**src/rtl/rmii_rx_pkg.sv**
```systemverilog
package rmii_rx_pkg;

   typedef enum logic [2:0] {
      RX_IDLE = 3'd0,
      RX_HUNT = 3'd1,
      RX_PRE  = 3'd2,
      RX_DATA = 3'd3,
      RX_DROP = 3'd4
   } rx_state_e;

endpackage

```
**src/rtl/rmii_rx_insamp.sv**
```systemverilog
module rmii_rx_insamp #(
   parameter int  DIBIT_W = 2,
   parameter bit  REG_IN  = 1'b0
) (
   input  logic               clk,
   input  logic               rst_n,
   input  logic               crs_raw,
   input  logic [DIBIT_W-1:0] d_raw,
   input  logic               er_raw,
   output logic               crs_s,
   output logic [DIBIT_W-1:0] d_s,
   output logic               er_s
);

   generate
      if (REG_IN) begin : g_reg
         logic               crs_q;
         logic [DIBIT_W-1:0] d_q;
         logic               er_q;
         always_ff @(posedge clk) begin
            if (!rst_n) begin
               crs_q <= 1'b0;
               d_q   <= '0;
               er_q  <= 1'b0;
            end else begin
               crs_q <= crs_raw;
               d_q   <= d_raw;
               er_q  <= er_raw;
            end
         end
         assign crs_s = crs_q;
         assign d_s   = d_q;
         assign er_s  = er_q;
      end else begin : g_thru
         assign crs_s = crs_raw;
         assign d_s   = d_raw;
         assign er_s  = er_raw;
      end
   endgenerate

endmodule

```
**src/rtl/rmii_rx_coldet.sv**
```systemverilog
module rmii_rx_coldet (
   input  logic tx_active,
   input  logic rx_carrier,
   output logic collision
);

   assign collision = tx_active & rx_carrier;

endmodule

```
**src/rtl/rmii_rx_framer.sv**
```systemverilog
module rmii_rx_framer
   import rmii_rx_pkg::*;
#(
   parameter int              DIBIT_W  = 2,
   parameter int              BYTE_W   = 8,
   parameter logic [DIBIT_W-1:0] PRE_SYM = 2'b01,
   parameter logic [DIBIT_W-1:0] SFD_END = 2'b11
) (
   input  logic               clk,
   input  logic               rst_n,
   input  logic               crs,
   input  logic [DIBIT_W-1:0] sym,
   input  logic               er,
   output logic [BYTE_W-1:0]  byte_o,
   output logic               vld_o,
   output logic               sof_o,
   output logic               eof_o,
   output logic               err_o,
   output logic               align_o
);

   localparam int SLOTS = BYTE_W / DIBIT_W;
   localparam int CNT_W = (SLOTS > 1) ? $clog2(SLOTS) : 1;
   localparam logic [CNT_W-1:0] LAST_SLOT = CNT_W'(SLOTS - 1);

   rx_state_e         state_q;
   logic [BYTE_W-1:0] shreg_q;
   logic [BYTE_W-1:0] pend_byte_q;
   logic              pend_q;
   logic              first_q;
   logic              err_st_q;
   logic [CNT_W-1:0]  cnt_q;
   logic [BYTE_W-1:0] assembled;

   assign assembled = {sym, shreg_q[BYTE_W-1:DIBIT_W]};

   always_ff @(posedge clk) begin
      if (!rst_n) begin
         state_q     <= RX_IDLE;
         shreg_q     <= '0;
         pend_byte_q <= '0;
         pend_q      <= 1'b0;
         first_q     <= 1'b0;
         err_st_q    <= 1'b0;
         cnt_q       <= '0;
         byte_o      <= '0;
         vld_o       <= 1'b0;
         sof_o       <= 1'b0;
         eof_o       <= 1'b0;
         err_o       <= 1'b0;
         align_o     <= 1'b0;
      end else begin
         vld_o   <= 1'b0;
         sof_o   <= 1'b0;
         eof_o   <= 1'b0;
         err_o   <= 1'b0;
         align_o <= 1'b0;
         unique case (state_q)
            RX_IDLE: begin
               if (crs) begin
                  err_st_q <= er;
                  if (sym == PRE_SYM)     state_q <= RX_PRE;
                  else if (sym == '0)     state_q <= RX_HUNT;
                  else                    state_q <= RX_DROP;
               end
            end
            RX_HUNT: begin
               if (!crs) begin
                  state_q <= RX_IDLE;
               end else begin
                  err_st_q <= err_st_q | er;
                  if (sym == PRE_SYM)     state_q <= RX_PRE;
                  else if (sym != '0)     state_q <= RX_DROP;
               end
            end
            RX_PRE: begin
               if (!crs) begin
                  state_q <= RX_IDLE;
               end else begin
                  err_st_q <= err_st_q | er;
                  if (sym == SFD_END) begin
                     state_q <= RX_DATA;
                     cnt_q   <= '0;
                     first_q <= 1'b1;
                     pend_q  <= 1'b0;
                  end else if (sym != PRE_SYM) begin
                     state_q <= RX_DROP;
                  end
               end
            end
            RX_DATA: begin
               if (!crs) begin
                  state_q <= RX_IDLE;
                  eof_o   <= 1'b1;
                  vld_o   <= pend_q;
                  sof_o   <= pend_q & first_q;
                  byte_o  <= pend_byte_q;
                  err_o   <= err_st_q;
                  align_o <= (cnt_q != '0);
                  pend_q  <= 1'b0;
               end else begin
                  err_st_q <= err_st_q | er;
                  shreg_q  <= assembled;
                  if (pend_q) begin
                     vld_o   <= 1'b1;
                     sof_o   <= first_q;
                     byte_o  <= pend_byte_q;
                     first_q <= 1'b0;
                     pend_q  <= 1'b0;
                  end
                  if (cnt_q == LAST_SLOT) begin
                     cnt_q       <= '0;
                     pend_q      <= 1'b1;
                     pend_byte_q <= assembled;
                  end else begin
                     cnt_q <= cnt_q + 1'b1;
                  end
               end
            end
            RX_DROP: begin
               if (!crs) state_q <= RX_IDLE;
            end
            default: state_q <= RX_IDLE;
         endcase
      end
   end


   sof_on_byte_chk: assert property (@(posedge clk) disable iff (!rst_n)
      sof_o |-> vld_o);


   eof_after_drop_chk: assert property (@(posedge clk) disable iff (!rst_n)
      eof_o |-> !$past(crs));


   err_only_eof_chk: assert property (@(posedge clk) disable iff (!rst_n)
      err_o |-> eof_o);


   align_only_eof_chk: assert property (@(posedge clk) disable iff (!rst_n)
      align_o |-> (eof_o && !vld_o));


   quiet_idle_chk: assert property (@(posedge clk) disable iff (!rst_n)
      (state_q == RX_IDLE && !crs) |=> !(vld_o || eof_o));

endmodule

```
**src/rtl/rmii_rx_deframer.sv**
```systemverilog
module rmii_rx_deframer #(
   parameter int DIBIT_W = 2,
   parameter int BYTE_W  = 8,
   parameter bit REG_IN  = 1'b0
) (
   input  logic              clk,
   input  logic              rst_n,
   input  logic              crs_dv_i,
   input  logic [1:0]        rxd_i,
   input  logic              rx_er_i,
   input  logic              tx_en_i,
   output logic [BYTE_W-1:0] byte_o,
   output logic              byte_vld_o,
   output logic              sof_o,
   output logic              eof_o,
   output logic              err_o,
   output logic              align_err_o,
   output logic              col_o
);

   generate
      if (DIBIT_W != 2) begin : g_bad_sym
         $error("rmii_rx_deframer: symbol width must be 2");
      end
      if (BYTE_W % DIBIT_W != 0 || BYTE_W < DIBIT_W) begin : g_bad_byte
         $error("rmii_rx_deframer: byte width must be a multiple of symbol width");
      end
   endgenerate

   logic               crs_s;
   logic [DIBIT_W-1:0] sym_s;
   logic               er_s;

   rmii_rx_insamp #(.DIBIT_W(DIBIT_W), .REG_IN(REG_IN)) u_insamp (
      .clk     (clk),
      .rst_n   (rst_n),
      .crs_raw (crs_dv_i),
      .d_raw   (rxd_i),
      .er_raw  (rx_er_i),
      .crs_s   (crs_s),
      .d_s     (sym_s),
      .er_s    (er_s)
   );

   rmii_rx_framer #(.DIBIT_W(DIBIT_W), .BYTE_W(BYTE_W)) u_framer (
      .clk     (clk),
      .rst_n   (rst_n),
      .crs     (crs_s),
      .sym     (sym_s),
      .er      (er_s),
      .byte_o  (byte_o),
      .vld_o   (byte_vld_o),
      .sof_o   (sof_o),
      .eof_o   (eof_o),
      .err_o   (err_o),
      .align_o (align_err_o)
   );

   rmii_rx_coldet u_coldet (
      .tx_active  (tx_en_i),
      .rx_carrier (crs_dv_i),
      .collision  (col_o)
   );

endmodule

```
**config.mk**
```make
export PLATFORM = sky130hd
export DESIGN_NAME = rmii_rx_deframer
export DESIGN_NICKNAME = d
export VERILOG_FILES = /design/src/rtl/rmii_rx_pkg.sv /design/src/rtl/rmii_rx_insamp.sv /design/src/rtl/rmii_rx_coldet.sv /design/src/rtl/rmii_rx_framer.sv /design/src/rtl/rmii_rx_deframer.sv
export SDC_FILE = /design/constraint.sdc
export NUM_CORES = 1
export LEC_CHECK = 0
export CORE_ASPECT_RATIO = 1.4
export CORE_UTILIZATION = 50
export CTS_CLUSTER_DIAMETER = 60
export DETAILED_ROUTE_END_ITERATION = 10
export GPL_ROUTABILITY_DRIVEN = 0
export MAX_ROUTING_LAYER = met4
export PLACE_DENSITY_LB_ADDON = 0.2
export SKIP_CTS_REPAIR_TIMING = 1
export SLEW_MARGIN = 20
export SYNTH_ARGS = -nofsm -noshare
export SYNTH_HDL_FRONTEND = slang
export SYNTH_SLANG_ARGS = --single-unit
```
**constraint.sdc**
```tcl
create_clock -name clk -period 2.7 [get_ports clk]
set_clock_uncertainty 0.05 [all_clocks]
set_input_delay 0.405 -clock clk [delete_from_list [all_inputs] [get_ports clk]]
set_output_delay 0.405 -clock clk [all_outputs]
set_load 0.02 [all_outputs]
```
After elaboration in Yosys (flattened, before gate mapping)
Index checks and enable logic that the tools add are counted.
{"block": "word_totals", "register_bits": 37, "input_bits": 7, "out_inout_bits": 14, "wordCells": 91}
{"block": "op_classes", "add_sub_neg": 1, "n_eq_ne": 18, "muxes": 36, "n_bitwise": 5, "reduce_logical": 18}
{"operator": "3-bit two-way mux", "n": 10}
{"operator": "8-bit two-way mux", "n": 2}
{"operator": "1-bit two-way mux", "n": 15}
{"operator": "3-bit case mux with 4 select lines", "n": 1}
{"operator": "2-bit by 1-bit inequality test with 1-bit output (second input constant)", "n": 5}
{"operator": "3-bit AND reduction", "n": 3}
{"operator": "2-bit two-way mux", "n": 4}
{"operator": "2-bit inequality test (second input constant)", "n": 4}
{"operator": "4-bit by 2-bit inequality test with 1-bit output (second input constant)", "n": 2}
{"operator": "4-bit AND reduction", "n": 2}
{"operator": "2-bit nonzero test", "n": 4}
{"operator": "3-bit by 2-bit == test with 1-bit output (second input constant)", "n": 2}
{"operator": "1-bit case mux with 2 select lines", "n": 3}
{"operator": "2-bit AND reduction", "n": 3}
{"operator": "3-bit OR reduction", "n": 2}
{"operator": "5-bit AND reduction", "n": 1}
{"operator": "2-bit == test (second input constant)", "n": 2}
{"operator": "2-bit case mux with 2 select lines", "n": 1}
{"operator": "3-bit by 1-bit == test with 1-bit output (second input constant)", "n": 1}
{"operator": "3-bit == test (second input constant)", "n": 1}
{"operator": "3-bit zero test", "n": 1}
{"operator": "2-bit by 1-bit adder with 2-bit output (second input constant)", "n": 1}
{"operator": "1-bit AND", "n": 2}
{"operator": "2-bit by 1-bit == test with 1-bit output (second input constant)", "n": 1}
{"operator": "other kinds (4)", "n": 5}

Logic depth before layout (Yosys ltp)
Gate-level depths: netlist of run 1.
{"block": "logic_depth", "ltp_word": 5, "mapped_depth": 5, "mapped_depth_nobuf": 4}

Cells and area by module
A second synthesis of run 1 with hierarchy kept.
{"block": "unflattened", "cells_unflattened": 167, "area_unflattened_um2": 1537.7}
{"mod": "rmii_rx_framer", "instances": 1, "cells_each": 162, "area_each_um2": 1501.4, "seq_area_each_um2": 700.7}
{"mod": "rmii_rx_insamp", "instances": 1, "cells_each": 4, "area_each_um2": 30.0, "seq_area_each_um2": 0.0}
{"mod": "rmii_rx_coldet", "instances": 1, "cells_each": 1, "area_each_um2": 6.3, "seq_area_each_um2": 0.0}

Least setup slack after synthesis of run 1
OpenSTA, ideal clock, no wires.
{"block": "synth_timing", "kind": "flip-flop to flip-flop", "start": "register u_framer.state_q[0]", "end": "register u_framer.pend_q", "setup_ns": 0.120, "arrival_time_ns": 1.157, "required_ns": 2.530, "slack_ns": 1.373, "path_stages_with_launch": 6, "n_path_buf": 2, "synth_period_minus_slack_ns": 1.327, "cell_sequence": "dfxtp_1 > buf_6 > and3b_1 > and3_4 > buf_6 > a211o_1"}
{"block": "synth_via", "elab_chain_len": 3, "word_cells_on_any_way": 7, "cone_classes": "4 x eq/ne; 1 x mux; 2 x reduce/logical"}
{"item": "start: declaration", "line": "rmii_rx_framer.sv:26", "rtl": "rx_state_e state_q;"}
{"item": "start signal: assignment", "line": "rmii_rx_framer.sv:39", "rtl": "state_q <= RX_IDLE;"}
{"item": "start signal: assignment", "line": "rmii_rx_framer.sv:62", "rtl": "if (sym == PRE_SYM) state_q <= RX_PRE;"}
{"item": "start signal: assignment", "line": "rmii_rx_framer.sv:63", "rtl": "else if (sym == '0) state_q <= RX_HUNT;"}
{"item": "3-bit by 2-bit == test with 1-bit output", "line": "rmii_rx_framer.sv:58", "rtl": "unique case (state_q)"}
{"item": "2-bit by 1-bit inequality test with 1-bit output (no source line) (tied with other cells)"}
{"item": "3-bit AND reduction (no source line)"}
{"item": "end signal: assignment", "line": "rmii_rx_framer.sv:42", "rtl": "pend_q <= 1'b0;"}
{"item": "end signal: assignment", "line": "rmii_rx_framer.sv:85", "rtl": "pend_q <= 1'b0;"}
{"item": "end signal: assignment", "line": "rmii_rx_framer.sv:100", "rtl": "pend_q <= 1'b0;"}
{"item": "end: declaration", "line": "rmii_rx_framer.sv:29", "rtl": "logic pend_q;"}
Several ways; a longest one is shown, not always the timed one.
A chain may end at the register's enable or synchronous reset.

Worst setup path after layout of run 1
{"block": "layout_timing", "start": "input port crs_dv_i", "end": "output port col_o"}
{"block": "layout_via", "elab_chain_len": 1}
{"item": "start: declaration", "line": "rmii_rx_deframer.sv:8", "rtl": "input logic crs_dv_i,"}
{"item": "1-bit AND", "line": "rmii_rx_coldet.sv:7", "rtl": "assign collision = tx_active & rx_carrier;"}
{"item": "end: declaration", "line": "rmii_rx_deframer.sv:18", "rtl": "output logic col_o"}
Every way passes these cells.

==> flow_summary.yaml, run 1 <==
outcome:
  status: "finished, final reports clean"
logic_synthesis:
  synthArstFlopShare: 0
  ys.flop_type: "dfxtp_1"
  synth_top_area_cell: "dfxtp_1"
  synth_edf_count: 0
  synthCells: 140
  yosysSeqAreaShare: 0.508
  yosys_warnings: 0
  syn_avg_cell_area_sq_um: 9.85
  synth_area_sq_mm: 0.00138
  synth_cell_types: 35
  synth_top_area_share: 0.508
  synth_most_common_cell: "dfxtp_1"
  synthTopCellsByCount: "dfxtp_1, nand2_1, mux2i_1, inv_1, nor2_1"
  yosys-top-cells-area: "dfxtp_1, mux2i_1, nand2_1, ha_1, buf_6"
  syn_nets: 149
  ys_seq_elements: 35
drt:
  wl_met1_um: 984
  vias_per_cell: 5.23
  first_pass_iters: 4
  drc_errors: 0
  drtIter0Drc: 24
  antenna_left: 0
  num_vias: 1040
  wl_met3_um: 126
  drt-total-wl_um: 2460
  wl_met2_um: 1260
  top_layer: "met4"
  avgRoutedWirePerCell_um: 12.4
final_layout:
  final_cells: 199
  layout-drive-gt1-share: 0.0736
  fin_nets: 171
  antenna_cells: 0
  syn2layout_area_growth_pct: 20.9
  fill_cells: 225
pwr:
  swShare: 0.216
  p_int_mw: 0.691
  seqPwrFrac: 0.593
  static-leakage-power_nw: 0.642
  power.switching_mw: 0.190
  power_density_mw_per_mm2: 528
  ir_drop_v: 0.000469
  combPwrFrac: 0.045
  p_clk_frac: 0.362
floorplan:
  start_util: 0.527
  die_area_sq_mm: 0.00297
  rows: 22
  io_pins: 21
  core_sq_mm: 0.00262
  die_w_um: 46.4
  die_height_um: 64.1
critical_path:
  path_class: "primary input to primary output"
  cpMostUsedCell: "clkdlybuf4s50_1"
  worstPathArrival_ps: 1580
  path_max_fanout: 2
  cp_slowest_cell: "clkdlybuf4s50_1"
  worstSetupEndpointType: "primary output"
  path_cells: "clkdlybuf4s50_1, and2_1, clkdlybuf4s50_1"
  critPathRequiredTime_ps: 2250
  cp-start-kind: "primary input"
  max_stage_delay_ps: 590
timing:
  slew_headroom: 0.701
  period_needed_ps: 2030
  final_max_slew_viol_count: 0
  grt_setup_unrepaired: "no"
  fmax_ghz: 0.492
  final_hold_viol_count: 0
  setup_violations: 0
  worstMarginPinSlew_ps: 446
  fin_crit_sh: 0.753
  finalSetupTns_ps: 0
min_path:
  hold_class: "flop to flop"
cts:
  clkLatencyLatePin_ps: 330
  htreeDepth: 2
  clkSinkCount: 35
  max-clock-path-buffers: 2
  clk_pin_slew_ps: 100
  cts_tree: "done"
  cts_buffers: 5
  cts_root_buf: "clkbuf_4"
global_route:
  grt_overflow: 0
  grt_usage: 0.208
  grt_antenna_before_repair: 0
  grt_max_degree: 14
  grt_pass1_vias: 1007
  grt_pass1_wl_um: 4350
placement:
  numPortBuffers: 20
  hpwl_um: 1750
  post-place-cells: 191
run:
  maxCapViolCount: 0
## cell usage in the layout, fill, tap and decap left out, types with 2 or more instances in the layout
master,instances
a21oi_1,2
and2_1,3
and3_1,2
buf_4,3
clkbuf_4,5
clkbuf_8,2
clkdlybuf4s50_1,20
dfxtp_1,35
ha_1,2
inv_1,6
mux2i_1,22
nand2_1,33
nor2_1,4
o22ai_1,2
## worst max-delay path, delay by kind of cell
kind	cells	cell delay, ps
buf+inv	2	1060
simple gates	1	110
## cells by family after synthesis
group | share of synthesized area
and+or+nand+nor | 0.183
DFF | 0.508
muxes | 0.160
AOI/OAI and AO/OA | 0.0790
buffers and inverters | 0.0517
adders and majority gates | 0.0181
## path summary, 6_finish.rpt
path,startpoint,to,slack [ps],depth (start not counted)
setup / recovery,crs_dv_i,col_o,670,3
hold / removal,u_framer.byte_o[7],u_framer.byte_o[7],410,2
hold reg to reg,u_framer.byte_o[7],u_framer.byte_o[7],410,2
setup reg to reg,u_framer.state_q[1],u_framer.byte_o[4],1240,3
## through the flow
step           area, sq um  hold slack [ps]  worst slack, ps  total power [mW]   util
2_1_floorplan         1380              379             1370             0.556      -
3_3_place_gp          1600              395              665             0.573  0.611
3_5_place_dp          1600              401              674             0.573  0.611
4_1_cts               1670              419              664             0.890  0.637
5_1_grt               1670              441              619             0.918  0.637
6_report              1670              412              668             0.881  0.637
## sequential cells by signal, summed over array words and instances, names as in the netlist
signal,flops
u_framer.pend_byte_q,8
u_framer.byte_o,8
u_framer.shreg_q,6
u_framer.sof_o,1
u_framer.cnt_q,2
u_framer.first_q,1
u_framer.err_st_q,1
u_framer.pend_q,1
u_framer.err_o,1
u_framer.align_o,1
u_framer.vld_o,1
u_framer.state_q,3
u_framer.eof_o,1
## layout make-up
cell class / count / area [sq um] / share of cell area
multi-input cells: 91 / 607 / 0.364
clock buffers: 8 / 68.8 / 0.0413
inverters: 6 / 22.5 / 0.0135
well taps: 36 / 45.0 / 0.0270
repair buffers: 23 / 223 / 0.134
flip-flops and latches: 35 / 701 / 0.420
## metal layers
metal	up-vias	GRT usage
met2	28	0.333
met3	9	0.0734
met4	0	0.110
li1	518	-
met1	485	0.213
met5	-	-
## power by group through the flow
stage	Sequential (mW)	Clock, mW	Combinational [mW]
after global routing	0.523	0.351	0.0437
after floorplan	0.532	0	0.0245
after CTS	0.522	0.328	0.0396
final	0.523	0.318	0.0396
after global placement	0.534	0	0.0386
after detailed placement	0.534	0	0.0391
No activity file was read; power rests on OpenSTA's default activity.
==> inputs of run 2 (changes only) <==
clock period = 1.9 ns   (was 2.7 ns; I/O delays follow)
==> run 2 against run 1 <==
Net effect: first-iteration DRC count down 25%; design area grew 3.1%; via count fell by 0.29%; sequential power increased by 42%; sequential share of layout area is 1.3 points lower; total power up 66%; critical endpoint unchanged; final cell count up 1.0%.
==> flow_summary.yaml, run 2 (same netlist as run 1, synthesis figures left out) <==
final_layout:
  layout-drive-gt1-share: 0.0909
  multi_input_area_sq_um: 607
  stdcell_area_sq_mm: 0.00172
  reg_top3: "u_framer.byte_o: 8 flops, u_framer.pend_byte_q: 8 flops, u_framer.shreg_q: 6 flops"
  layout_common_cells: "dfxtp_1, nand2_1, mux2i_1, clkdlybuf4s50_1, inv_1"
  regArea_sq_um: 701
  fin_nets: 173
  antenna_cells: 0
  fill_cells: 230
  syn2layout_area_growth_pct: 24.6
  final_common_cell: "dfxtp_1"
critical_path:
  critPathRequiredTime_ps: 1560
  path_class: "primary input to primary output"
  path_cells: "clkdlybuf4s50_1, and2_1, clkdlybuf4s50_1"
  cp-start-kind: "primary input"
  cpMostUsedCell: "clkdlybuf4s50_1"
  worstSetupEndpointType: "primary output"
  crit_family: "buffers and inverters"
  worstPathArrival_ps: 1480
  cp_slowest_cell: "clkdlybuf4s50_1"
  critPathBufInv: 2
  max_stage_delay_ps: 590
  path_max_fanout: 2
cts:
  clkSinkCount: 35
  cts_buffers: 5
  cts_root_buf: "clkbuf_4"
  cts_tree: "done"
  clkLatencyLatePin_ps: 350
  max-clock-path-buffers: 2
  htreeDepth: 2
  clk_pin_slew_ps: 100
timing:
  slew_headroom: 0.731
  fmax_ghz: 0.552
  fin_crit_sh: 0.954
  layout_setup_ws_ps: 87.6
  final_max_slew_viol_count: 0
  setup_violations: 0
  finalSetupTns_ps: 0
  worstMarginPinSlew_ps: 403
  grt_setup_unrepaired: "no"
  final_hold_viol_count: 0
  period_needed_ps: 1810
global_route:
  grt_pass1_wl_um: 4060
  grt_max_degree: 14
  grt_pass1_vias: 972
  grt_overflow: 0
  grt_antenna_before_repair: 0
  grt_usage: 0.198
drt:
  first_pass_iters: 4
  drc_errors: 0
  antenna_left: 0
  drtIter0Drc: 18
  num_vias: 1037
  vias_per_cell: 5.16
  avgRoutedWirePerCell_um: 11.9
  drt-total-wl_um: 2390
floorplan:
  io_pins: 21
  die_w_um: 46.4
  rows: 22
  core_sq_mm: 0.00262
  die_height_um: 64.1
  start_util: 0.527
  die_area_sq_mm: 0.00297
placement:
  dpl_cell_area_sq_mm: 0.00161
  numPortBuffers: 20
  hpwl_um: 1740
  detailedPlace.worstSlack_ps: 68.0
pwr:
  static-leakage-power_nw: 0.664
  power_density_mw_per_mm2: 852
  ir_drop_v: 0.000874
  power_mw: 1.46
outcome:
  status: "finished, final reports clean"
min_path:
  hold_class: "flop to flop"
run:
  maxCapViolCount: 0
run 2: stage by stage:
stage | hold slack (ps) | instances | util
after global placement | 394 | 193 | 0.617
final | 414 | 201 | 0.657
after global routing | 438 | 201 | 0.657
after detailed placement | 400 | 193 | 0.617
after floorplan | 379 | 140 | -
after CTS | 419 | 201 | 0.657
run 2: report_power, final:
part           leakage (nW)  total [mW]  switching, mW  internal, mW
registers             0.282       0.743        0.00545         0.737
clock network        0.0514       0.662          0.253         0.409
logic                 0.331      0.0589         0.0297        0.0292
total                 0.664        1.46          0.288          1.18
run 2: tightest hold or removal path: cells and delay by family (launching register included):
family	cells	cell delay (ps)
mux	1	50
simple gates	1	50
flops	1	330
run 2: layer usage:
layer  global-route usage  vias to the layer above  part of all wire
li1                     -                      522                 -
met1                0.209                      484              0.41
met3               0.0678                        7             0.048
met5                    -                        -                 0
met4                0.110                        0             0.028
met2                0.309                       24              0.52
run 2: worst paths after layout:
kind | slack, ps | to | depth (start not counted) | start
max reg2reg | 440 | u_framer.byte_o[4] | 3 | u_framer.state_q[1]
max | 90 | col_o | 3 | crs_dv_i
min | 410 | u_framer.byte_o[7] | 2 | u_framer.byte_o[7]
min reg2reg | 410 | u_framer.byte_o[7] | 2 | u_framer.byte_o[7]
run 2: final cells by class:
type,count,area share
clock buffers,5,0.0218
multi-input cells,91,0.353
clock inverters,3,0.0393
repair buffers,25,0.138
inverters,6,0.0131
well taps,36,0.0262
flip-flops and latches,35,0.408
